### config.mk
export PLATFORM = sky130hd
export DESIGN_NAME = rastirq_gen
export DESIGN_NICKNAME = d
export VERILOG_FILES = /design/src/rtl/rastirq_pkg.sv /design/src/rtl/rastirq_vcmp.sv /design/src/rtl/rastirq_hpos.sv /design/src/rtl/rastirq_gun.sv /design/src/rtl/rastirq_gen.sv
export SDC_FILE = /design/constraint.sdc
export NUM_CORES = 1
export LEC_CHECK = 0
export BUFFER_PORTS_ARGS = -buffer_cell sky130_fd_sc_hd__buf_4
export CORE_UTILIZATION = 45
export CTS_CLUSTER_SIZE = 12
export DETAILED_ROUTE_END_ITERATION = 16
export GPL_TIMING_DRIVEN = 0
export PLACE_DENSITY = 0.78
export SLEW_MARGIN = 20
export SYNTH_ARGS = -nofsm -noshare
export SYNTH_HDL_FRONTEND = slang
export SYNTH_HIERARCHICAL = 1
export SYNTH_SLANG_ARGS = --single-unit
export TNS_END_PERCENT = 100
### constraint.sdc
create_clock -name clk -period 4.7 [get_ports clk]
set_clock_uncertainty 0.1 [all_clocks]
set_input_delay 0.47 -clock clk [delete_from_list [all_inputs] [get_ports clk]]
set_output_delay 0.47 -clock clk [all_outputs]
set_load 0.03 [all_outputs]
### src/rtl/rastirq_pkg.sv
package rastirq_pkg;
  localparam int CW       = 16;
  localparam int FLD_W    = 10;
  localparam int DATA_W   = 32;
  localparam int LO_POS   = 0;
  localparam int HI_POS   = 16;
  localparam int MODE_POS = 12;
  localparam logic [DATA_W-1:0] VPOS_MASK = 32'h03FF_03FF;
  localparam logic [DATA_W-1:0] HPOS_MASK = 32'h03FF_33FF;
  localparam int ADR_VPOS = 0;
  localparam int ADR_HPOS = 1;
  localparam int ADR_GUN  = 2;

  typedef logic [CW-1:0] cw_t;

  typedef enum logic [1:0] {
    HM_FRAME      = 2'd0,
    HM_EVERY_N    = 2'd1,
    HM_EVERY_LINE = 2'd2,
    HM_RESERVED   = 2'd3
  } hmode_e;

  // half-line number plus field parity -> raster line
  function automatic cw_t field_line(cw_t half, logic odd);
    return {half[CW-2:0], odd};
  endfunction

  // limit a requested dot to the last dot of the line
  function automatic cw_t clamp_dot(cw_t req, cw_t dots);
    cw_t last;
    last = (dots == '0) ? '0 : dots - cw_t'(1);
    return (req > last) ? last : req;
  endfunction

  // one wrap step of a stepping target
  function automatic cw_t wrap_once(cw_t t, cw_t half);
    return (half != '0 && t > half) ? t - half : t;
  endfunction
endpackage

### src/rtl/rastirq_vcmp.sv
module rastirq_vcmp
  import rastirq_pkg::*;
#(
  parameter int LINE_W = 10,
  parameter int DOT_W  = 10
) (
  input  logic              clk,
  input  logic              rst_n,
  input  logic              rearm,
  input  logic [FLD_W-1:0]  half_line,
  input  logic [LINE_W-1:0] ras_line,
  input  logic [DOT_W-1:0]  ras_dot,
  input  logic              ras_odd,
  input  logic [LINE_W-1:0] ras_total,
  output logic              irq
);
  cw_t  tgt_line;
  logic match;
  logic hold_r;

  assign tgt_line = field_line(cw_t'(half_line), ras_odd);
  assign match    = (tgt_line < cw_t'(ras_total)) &&
                    (tgt_line == cw_t'(ras_line)) &&
                    (ras_dot == '0);

  always_ff @(posedge clk) begin
    if (!rst_n) begin
      hold_r <= 1'b0;
      irq    <= 1'b0;
    end else begin
      irq    <= match & ~hold_r;
      hold_r <= rearm ? 1'b0 : match;
    end
  end
endmodule

### src/rtl/rastirq_hpos.sv
module rastirq_hpos
  import rastirq_pkg::*;
#(
  parameter int LINE_W = 10,
  parameter int DOT_W  = 10
) (
  input  logic              clk,
  input  logic              rst_n,
  input  logic              wr,
  input  logic [FLD_W-1:0]  w_line,
  input  hmode_e            w_mode,
  input  logic [FLD_W-1:0]  w_dot,
  input  logic [LINE_W-1:0] ras_line,
  input  logic [DOT_W-1:0]  ras_dot,
  input  logic              ras_odd,
  input  logic [LINE_W-1:0] ras_total,
  input  logic [DOT_W-1:0]  ras_dots,
  output logic              irq
);
  logic             stepping_r;
  logic [FLD_W-1:0] step_r;
  cw_t              tgt_r;
  logic [FLD_W-1:0] dot_r;
  logic             hold_r;

  cw_t  half_total;
  cw_t  cur_half;
  cw_t  line_tgt;
  cw_t  dot_tgt;
  logic settled;
  logic match;
  logic fire;

  assign half_total = cw_t'(ras_total) >> 1;
  assign cur_half   = cw_t'(ras_line) >> 1;
  assign settled    = !stepping_r || (tgt_r <= half_total);
  assign line_tgt   = field_line(tgt_r, ras_odd);
  assign dot_tgt    = clamp_dot({cw_t'(dot_r), 1'b0}, cw_t'(ras_dots));
  assign match      = settled &&
                      (line_tgt < cw_t'(ras_total)) &&
                      (line_tgt == cw_t'(ras_line)) &&
                      (cw_t'(ras_dot) == dot_tgt);
  assign fire       = match & ~hold_r;

  always_ff @(posedge clk) begin
    if (!rst_n) begin
      stepping_r <= 1'b0;
      step_r     <= '0;
      tgt_r      <= '0;
      dot_r      <= '0;
      hold_r     <= 1'b0;
      irq        <= 1'b0;
    end else begin
      irq    <= fire;
      hold_r <= wr ? 1'b0 : match;
      if (wr) begin
        dot_r <= w_dot;
        unique case (w_mode)
          HM_EVERY_N: begin
            stepping_r <= 1'b1;
            step_r     <= w_line;
            tgt_r      <= cur_half + cw_t'(w_line);
          end
          HM_EVERY_LINE: begin
            stepping_r <= 1'b1;
            step_r     <= FLD_W'(1);
            tgt_r      <= cur_half + cw_t'(1);
          end
          default: begin
            stepping_r <= 1'b0;
            step_r     <= '0;
            tgt_r      <= cw_t'(w_line);
          end
        endcase
      end else if (fire && stepping_r) begin
        tgt_r <= tgt_r + cw_t'(step_r);
      end else if (stepping_r) begin
        tgt_r <= wrap_once(tgt_r, half_total);
      end
    end
  end
endmodule

### src/rtl/rastirq_gun.sv
module rastirq_gun
  import rastirq_pkg::*;
#(
  parameter int LINE_W = 10,
  parameter int DOT_W  = 10,
  parameter int VS_W   = 4,
  parameter int HS_W   = 7
) (
  input  logic              clk,
  input  logic              rst_n,
  input  logic              trig,
  input  logic [DOT_W-1:0]  gx,
  input  logic [LINE_W-1:0] gy,
  input  logic [VS_W-1:0]   vs_lines,
  input  logic [HS_W-1:0]   hs_width,
  input  logic [LINE_W-1:0] ras_line,
  input  logic [DOT_W-1:0]  ras_dot,
  output logic              armed,
  output logic              dma_req,
  output logic [DATA_W-1:0] pos_word
);
  cw_t               row_r;
  cw_t               col_r;
  logic [LINE_W-1:0] lat_line_r;
  logic [DOT_W-1:0]  lat_dot_r;
  logic              match;

  assign match = armed &&
                 ((cw_t'(ras_line) >> 1) == row_r) &&
                 (cw_t'(ras_dot) == col_r);

  always_ff @(posedge clk) begin
    if (!rst_n) begin
      armed      <= 1'b0;
      row_r      <= '0;
      col_r      <= '0;
      lat_line_r <= '0;
      lat_dot_r  <= '0;
      dma_req    <= 1'b0;
    end else begin
      dma_req <= match;
      if (match) begin
        lat_line_r <= ras_line;
        lat_dot_r  <= ras_dot;
      end
      if (trig) begin
        armed <= 1'b1;
        row_r <= (cw_t'(gy) >> 1) + cw_t'(vs_lines);
        col_r <= cw_t'(gx) + cw_t'(hs_width);
      end else if (match) begin
        armed <= 1'b0;
      end
    end
  end

  always_comb begin
    pos_word = '0;
    pos_word[HI_POS +: FLD_W] = FLD_W'(lat_line_r);
    pos_word[LO_POS +: FLD_W] = FLD_W'(lat_dot_r);
  end
endmodule

### src/rtl/rastirq_gen.sv
module rastirq_gen
  import rastirq_pkg::*;
#(
  parameter int LINE_W = 10,
  parameter int DOT_W  = 10,
  parameter int VS_W   = 4,
  parameter int HS_W   = 7,
  parameter int ADDR_W = 2
) (
  input  logic              clk,
  input  logic              rst_n,
  input  logic [LINE_W-1:0] ras_line,
  input  logic [DOT_W-1:0]  ras_dot,
  input  logic              ras_odd,
  input  logic [LINE_W-1:0] ras_total,
  input  logic [DOT_W-1:0]  ras_dots,
  input  logic [VS_W-1:0]   vs_lines,
  input  logic [HS_W-1:0]   hs_width,
  input  logic              bus_wr,
  input  logic [ADDR_W-1:0] bus_addr,
  input  logic [31:0]       bus_wdata,
  output logic [31:0]       bus_rdata,
  input  logic              gun_trig,
  input  logic [DOT_W-1:0]  gun_x,
  input  logic [LINE_W-1:0] gun_y,
  output logic              irq_line1,
  output logic              irq_line2,
  output logic              irq_hpos,
  output logic              dma_req
);
  localparam int N_VCMP = 2;
  localparam logic [ADDR_W-1:0] A_VPOS = ADDR_W'(ADR_VPOS);
  localparam logic [ADDR_W-1:0] A_HPOS = ADDR_W'(ADR_HPOS);
  localparam logic [ADDR_W-1:0] A_GUN  = ADDR_W'(ADR_GUN);

  logic [DATA_W-1:0] vpos_q;
  logic [DATA_W-1:0] hpos_q;
  logic [DATA_W-1:0] vpos_w;
  logic [DATA_W-1:0] hpos_w;
  logic              vpos_wr;
  logic              hpos_wr;
  logic [FLD_W-1:0]  vline [N_VCMP];
  logic [N_VCMP-1:0] virq;
  logic              gun_armed;
  logic [DATA_W-1:0] gun_pos;

  assign vpos_w  = bus_wdata & VPOS_MASK;
  assign hpos_w  = bus_wdata & HPOS_MASK;
  assign vpos_wr = bus_wr && (bus_addr == A_VPOS);
  assign hpos_wr = bus_wr && (bus_addr == A_HPOS);

  always_ff @(posedge clk) begin
    if (!rst_n) begin
      vpos_q <= '0;
      hpos_q <= '0;
    end else begin
      if (vpos_wr) vpos_q <= vpos_w;
      if (hpos_wr) hpos_q <= hpos_w;
    end
  end

  assign vline[0] = vpos_q[HI_POS +: FLD_W];
  assign vline[1] = vpos_q[LO_POS +: FLD_W];

  for (genvar g = 0; g < N_VCMP; g++) begin : g_vcmp
    rastirq_vcmp #(.LINE_W(LINE_W), .DOT_W(DOT_W)) u_vcmp (
      .clk       (clk),
      .rst_n     (rst_n),
      .rearm     (vpos_wr),
      .half_line (vline[g]),
      .ras_line  (ras_line),
      .ras_dot   (ras_dot),
      .ras_odd   (ras_odd),
      .ras_total (ras_total),
      .irq       (virq[g])
    );
  end

  assign irq_line1 = virq[0];
  assign irq_line2 = virq[1];

  rastirq_hpos #(.LINE_W(LINE_W), .DOT_W(DOT_W)) u_hpos (
    .clk       (clk),
    .rst_n     (rst_n),
    .wr        (hpos_wr),
    .w_line    (hpos_w[LO_POS +: FLD_W]),
    .w_mode    (hmode_e'(hpos_w[MODE_POS +: 2])),
    .w_dot     (hpos_w[HI_POS +: FLD_W]),
    .ras_line  (ras_line),
    .ras_dot   (ras_dot),
    .ras_odd   (ras_odd),
    .ras_total (ras_total),
    .ras_dots  (ras_dots),
    .irq       (irq_hpos)
  );

  rastirq_gun #(.LINE_W(LINE_W), .DOT_W(DOT_W), .VS_W(VS_W), .HS_W(HS_W)) u_gun (
    .clk      (clk),
    .rst_n    (rst_n),
    .trig     (gun_trig),
    .gx       (gun_x),
    .gy       (gun_y),
    .vs_lines (vs_lines),
    .hs_width (hs_width),
    .ras_line (ras_line),
    .ras_dot  (ras_dot),
    .armed    (gun_armed),
    .dma_req  (dma_req),
    .pos_word (gun_pos)
  );

  always_comb begin
    unique case (bus_addr)
      A_VPOS:  bus_rdata = vpos_q;
      A_HPOS:  bus_rdata = hpos_q;
      A_GUN:   bus_rdata = gun_pos;
      default: bus_rdata = '0;
    endcase
  end
endmodule

Yosys cells after proc, flatten, opt, wreduce, memory -nomap -nowiden
Cells that the tools add are included.
{"block": "classes", "add_sub_neg": 7, "multipliers": 0, "div": 0, "order_cmp": 6, "eq_ne": 10, "shifts": 0, "mux": 12, "n_bitwise": 7, "n_reduce_logical": 26}
{"operator": "$mux 16", "count": 6}
{"operator": "$pmux 26 s3", "count": 1}
{"operator": "$eq 10x16->1", "count": 2}
{"operator": "$pmux 16 s2", "count": 1}
{"operator": "$eq 11x10->1", "count": 2}
{"operator": "$lt 11x10->1", "count": 2}
{"operator": "$logic_not 10->1", "count": 2}
{"operator": "$pmux 10 s2", "count": 1}
{"operator": "$add 16x10->16", "count": 1}
{"operator": "$eq 16x10->1", "count": 1}
{"operator": "$eq 9x16->1", "count": 1}
{"operator": "$gt 11x16->1", "count": 1}
{"operator": "$gt 16x9->1", "count": 1}
{"operator": "$le 16x9->1", "count": 1}
{"operator": "$lt 16x10->1", "count": 1}
{"operator": "$reduce_bool 16->1", "count": 1}
{"operator": "$sub 16x9->16", "count": 1}
{"operator": "$logic_and 1x1->1", "count": 13}
{"operator": "$add 10x7->11", "count": 1}
{"operator": "$add 9x10->11", "count": 1}
{"operator": "$sub 10x1->11 const B", "count": 1}
{"operator": "$add 9x1->10 const B", "count": 1}
{"operator": "$add 9x4->10", "count": 1}
{"operator": "$reduce_bool 3->1", "count": 2}
{"operator": "other kinds (11)", "count": 22}
{"block": "totals", "register_bits": 139, "latch_bits": 0, "ramBits": 0, "rom_bits": 0, "output_inout_bits": 36, "wordCells": 86, "memories": 0}

Logic depth before layout (Yosys ltp)
{"block": "logic_depth", "word_depth": 10, "ltp_mapped": 17, "mapped_depth_nobuf": 16}

By module
Netlist, hierarchy kept.
{"mod": "rastirq_hpos", "n_inst": 1, "cells_each": 505, "area_each_um2": 4126.5}
{"mod": "rastirq_gun", "n_inst": 1, "cells_each": 288, "area_each_um2": 2384.8}
{"mod": "rastirq_gen", "n_inst": 1, "cells_each": 224, "area_each_um2": 2110.8}
{"mod": "rastirq_vcmp", "n_inst": 2, "cells_each": 53, "area_each_um2": 455.4}

Worst setup path after synthesis
No wires, ideal clock.
{"block": "synth_timing", "path_kind": "in2reg", "from": "in ras_dots[3]", "to": "reg u_hpos.tgt_r[5]", "setup_ns": 0.119, "arrival_ns": 3.801, "required_time_ns": 4.481, "slack_ns": 0.680, "path_stages": 14, "path_cell_list": "or4_1 > buf_2 > or3_1 > a21bo_2 > ha_1 > nand4_1 > a21oi_1 > o311ai_0 > a21oi_1 > mux2_2 > o2111a_1 > nand4_4 > mux2_4 > o221a_1"}
{"block": "synth_via", "elab_chain_cells": 10, "word_cells_on_any_way": 14}
{"item": "from (decl)", "line_no": "rastirq_gen.sv:16", "rtl": "input logic [DOT_W-1:0] ras_dots,"}
{"item": "$sub 10x1->11 / $logic_not 10->1 (equally long branches)", "line_no": "rastirq_pkg.sv:31", "rtl": "last = (dots == '0) ? '0 : dots - cw_t'(1);"}
{"item": "$mux 16 (*)", "line_no": "rastirq_pkg.sv:31"}
{"item": "$gt 11x16->1", "line_no": "rastirq_pkg.sv:32", "rtl": "return (req > last) ? last : req;"}
{"item": "$mux 16 (*)", "line_no": "rastirq_pkg.sv:32"}
{"item": "$eq 10x16->1 (*)", "line_no": "rastirq_hpos.sv:42", "rtl": "(cw_t'(ras_dot) == dot_tgt);"}
{"item": "$logic_and 1x1->1 (*)", "line_no": "rastirq_hpos.sv:41", "rtl": "(line_tgt == cw_t'(ras_line)) &&"}
{"item": "$and 1x1->1 (*)", "line_no": "rastirq_hpos.sv:43", "rtl": "assign fire = match & ~hold_r;"}
{"item": "$logic_and 1x1->1 (*)", "line_no": "rastirq_hpos.sv:75", "rtl": "end else if (fire && stepping_r) begin"}
{"item": "$reduce_bool 3->1 (no source line) / $mux 16 (equally long branches)"}
{"item": "$reduce_and 2->1 (no source line) / $mux 16 (equally long branches)"}
{"item": "to (signal assigned)", "line_no": "rastirq_hpos.sv:72", "rtl": "tgt_r <= cw_t'(w_line);"}
{"item": "to (signal assigned)", "line_no": "rastirq_hpos.sv:76", "rtl": "tgt_r <= tgt_r + cw_t'(step_r);"}
{"item": "to (signal assigned)", "line_no": "rastirq_hpos.sv:78", "rtl": "tgt_r <= wrap_once(tgt_r, half_total);"}
{"item": "to (decl)", "line_no": "rastirq_hpos.sv:22", "rtl": "cw_t tgt_r;"}
Mark *: on every way between the ends. The rest lies on a longest branch, timed or not.
A chain may end at the register's enable or synchronous reset.

Worst setup path in the final report
{"block": "layout_timing", "from": "in ras_dots[3]", "to": "reg u_hpos.tgt_r[7]"}
Same word-level chain as after synthesis.

==> impl_metrics.toml <==
[clock_tree]
htreeDepth = 4
hold_buffers = 0
cts_root_buf = "clkbuf_16"
cts-buffers-inserted = 17
clkLatencyLatePin_ps = 440
clk_pin_slew_ps = 60
clock_sinks = 128
ctsResizeCount = 0
cts_tree = "built"
cts_buffer_depth = 2
post_cts_buffers = 0

[synthesis]
synth_area_per_cell_um2 = 8.49
synth_edf_count = 0
synth_area_um2 = 9530
synth_warnings = 6
ys.flop_type = "dfxtp_1"
yosysUniqueCellTypes = 88
async_flop_share_pct = 0
netlist.area_leader.share_pct = 26.9
synthCells = 1123
netlist.top_cell.by_area = "dfxtp_1"
ys_seq_area_share_pct = 26.9
ys_ff_latch = 128
synth_area_leaders = "dfxtp_1 (27%), ha_1 (9.3%), mux2i_1 (8.5%)"

[setup_path]
path_cells = "buf_4, or4_1, buf_2, or3_1, a21bo_2, ha_1, nand4_1, a21oi_1, o311ai_0, a21oi_1, mux2_2, o2111a_1, nand4_4, buf_6, a41oi_1, o21ai_1"
required_ps = 4910
path_buf_inv = 3
path_common_cell = "a21oi_1"
crit_fanout = 10
path_delay_family = "compound AO/OA/AOI/OAI gates"
cpPeakStageDelay_ps = 520
cp-end-kind = "flip-flop"
critPathSlowestCell = "or4_1"
criticalPathCategory = "in2reg"
startpoint_type = "primary input"
worstPathArrival_ps = 4340

[cells_and_area]
final.fill_count = 1848
final_util_pct = 55.6
layout-drive-gt1-share_pct = 17.3
final-seq-area_um2 = 2560
antenna_cells = 0
area_growth_pct = 19.5
stdcell_count = 1557
fin_nets = 1460
multi_input_area_um2 = 6450

[global_routing]
grt.overflow.total = 0
grt_antenna_before_repair = 0
grt_usage_pct = 27.7
grt_pass1_vias = 8751
grt_max_degree = 17
grt_pass1_wl_um = 46600

[drt]
drtPass1Iterations = 5
wl_per_cell_um = 19.3
drc = 0
drt_iter0_markers = 985
detail-route-antenna-nets = 0
finalWirelength_um = 30000
viasPerCell = 5.94
via_count = 9255

[sta]
report.final.slew_viol_count = 0
slew-limit-headroom_pct = 43.7
min_period_ps = 4130
period_share_pct = 87.8
fin_tns_setup_ps = 0
max_freq_mhz = 242
rsz0062_at_grt = "no"
setup_viol = 0
finalHoldViolCount = 0
worst_slew_pin_slew_ps = 840

[placed_design]
gp_congestion = 0.958
dpl.hpwl_um = 23400
dp.cells = 1525
port_buffers = 121

[run_status]
outcome = "finished clean"

[run]
drv_cap = 0

[die]
die_w_um = 148
die_h_um = 148
start_util_pct = 46.5
dieArea_um2 = 21800
rows = 52
core_area_um2 = 20500
io_pins = 146

[pwr]
p_leak_nw = 4.96
powerDensity_nw_per_um2 = 279
ir_drop_uv = 213

[hold_path]
hold_class = "in2reg"
[per-stage QoR]
step / hold slack, ps / setup WS (ps) / total power [W] / cell area [µm²]
global placement: 301 / 168 / 0.00187 / 10800
CTS: 201 / 617 / 0.00317 / 11400
global route: 208 / 321 / 0.00330 / 11400
detailed placement: 305 / 166 / 0.00189 / 10800
finish: 211 / 573 / 0.00317 / 11400
floorplan: 270 / 680 / 0.00164 / 9570
[cell usage after synthesis (4+ instances only)]
master and instances:
nor2b_1 27, nor2_1 40, nand2_1 107, a31oi_1 7, dfxtp_1 128, o211ai_1 6, o221a_2 5, o21ai_0 31
o21a_1 10, inv_1 59, buf_4 14, a21o_1 14, fa_1 5, buf_6 6, o21ai_1 25, nor4_1 16
xor2_1 65, a22oi_1 7, clkbuf_1 25, xnor2_1 38, o31ai_1 4, nor3_1 16, nand4_1 14, and3_1 5
ha_1 71, o2bb2ai_1 20, a22o_1 11, a21oi_1 77, o21bai_1 5, nand3_1 44, a2bb2oi_1 4, buf_2 10
a211oi_1 13, nor3b_1 4, or3_1 7, buf_1 6, mux2i_1 81, nand2b_1 11, and2_1 10
[registers in the layout, summed over array words and instances, names as in the netlist, 11 cells and up]
| name | count |
|---|---|
| vpos_q | 20 |
| u_hpos/tgt_r | 16 |
| hpos_q | 22 |
| u_gun/col_r | 11 |
[layout make-up]
type	instances	share of cell area, %
clock inverter	15	1.21
sequential	128	22.5
inverter	60	1.98
timing repair buffer	121	7.98
clock buffer	17	3.74
tap	270	2.97
multi-input combinational	884	56.6
buffer	62	3.02
[worst reg2reg max path, stage by stage, from the launching register on]
cell      delay, ps
dfxtp_1         430
inv_1            90
ha_1            210
fa_1            400
inv_1            80
a21o_1          120
a21oi_1         120
o31ai_1         580
a211o_2         320
nand3_1         300
o311ai_0        440
o31a_1          200
nand3_1          80
[layer usage]
layer	track usage, %	up-vias	routed length [µm]
met5	0	-	0
met4	11.7	0	998
met3	5.09	71	2670
met2	45.8	502	14000
met1	35.3	4354	12300
li1	-	4328	-
[path summary, 6_finish.rpt]
path              cells after the start  slack [ps]                         endpoint                               start
hold reg to reg                       1         310  g_vcmp[0].u_vcmp/irq$_SDFF_PN0_  g_vcmp[0].u_vcmp/hold_r$_SDFF_PP0_
setup reg to reg                     12        1110    u_hpos/tgt_r[10]$_SDFFE_PN0P_        u_hpos/tgt_r[0]$_SDFFE_PN0P_
hold / removal                        2         210    u_hpos/step_r[2]$_SDFFE_PN0P_                        bus_wdata[2]
setup / recovery                     16         570     u_hpos/tgt_r[7]$_SDFFE_PN0P_                         ras_dots[3]
[cells in the final DEF, fill, tap and decap left out, types with 15 or more instances in the layout]
| cell type | n |
|---|---|
| a21oi_1 | 77 |
| xnor2_1 | 38 |
| nor2_1 | 40 |
| buf_4 | 135 |
| o21ai_1 | 25 |
| clkbuf_16 | 17 |
| nor3_1 | 15 |
| xor2_1 | 65 |
| o2bb2ai_1 | 20 |
| nor4_1 | 16 |
| nor2b_1 | 27 |
| nand3_1 | 44 |
| ha_1 | 71 |
| inv_1 | 59 |
| dfxtp_1 | 128 |
| o21ai_0 | 31 |
| clkbuf_1 | 25 |
| mux2i_1 | 81 |
| nand2_1 | 107 |
[kinds of logic (layout without fill, tap and decap cells)]
logic type	count (synthesis)	count (layout)	synth area share, %
compound gates	277	277	20.0
other cells	1	12	0.0393
fa+ha+maj	76	76	10.4
simple gates	332	332	18.3
mux	84	84	8.94
buf+inv	122	275	5.97
flops	128	128	26.9
xor+xnor	103	103	9.46
[power by group]
group	switching (W)	internal (W)
combinational	0.000411	0.000302
sequential	0.0000422	0.00113
clock	0.000592	0.000701
total	0.00104	0.00213
No activity file was read; power rests on OpenSTA's default activity.
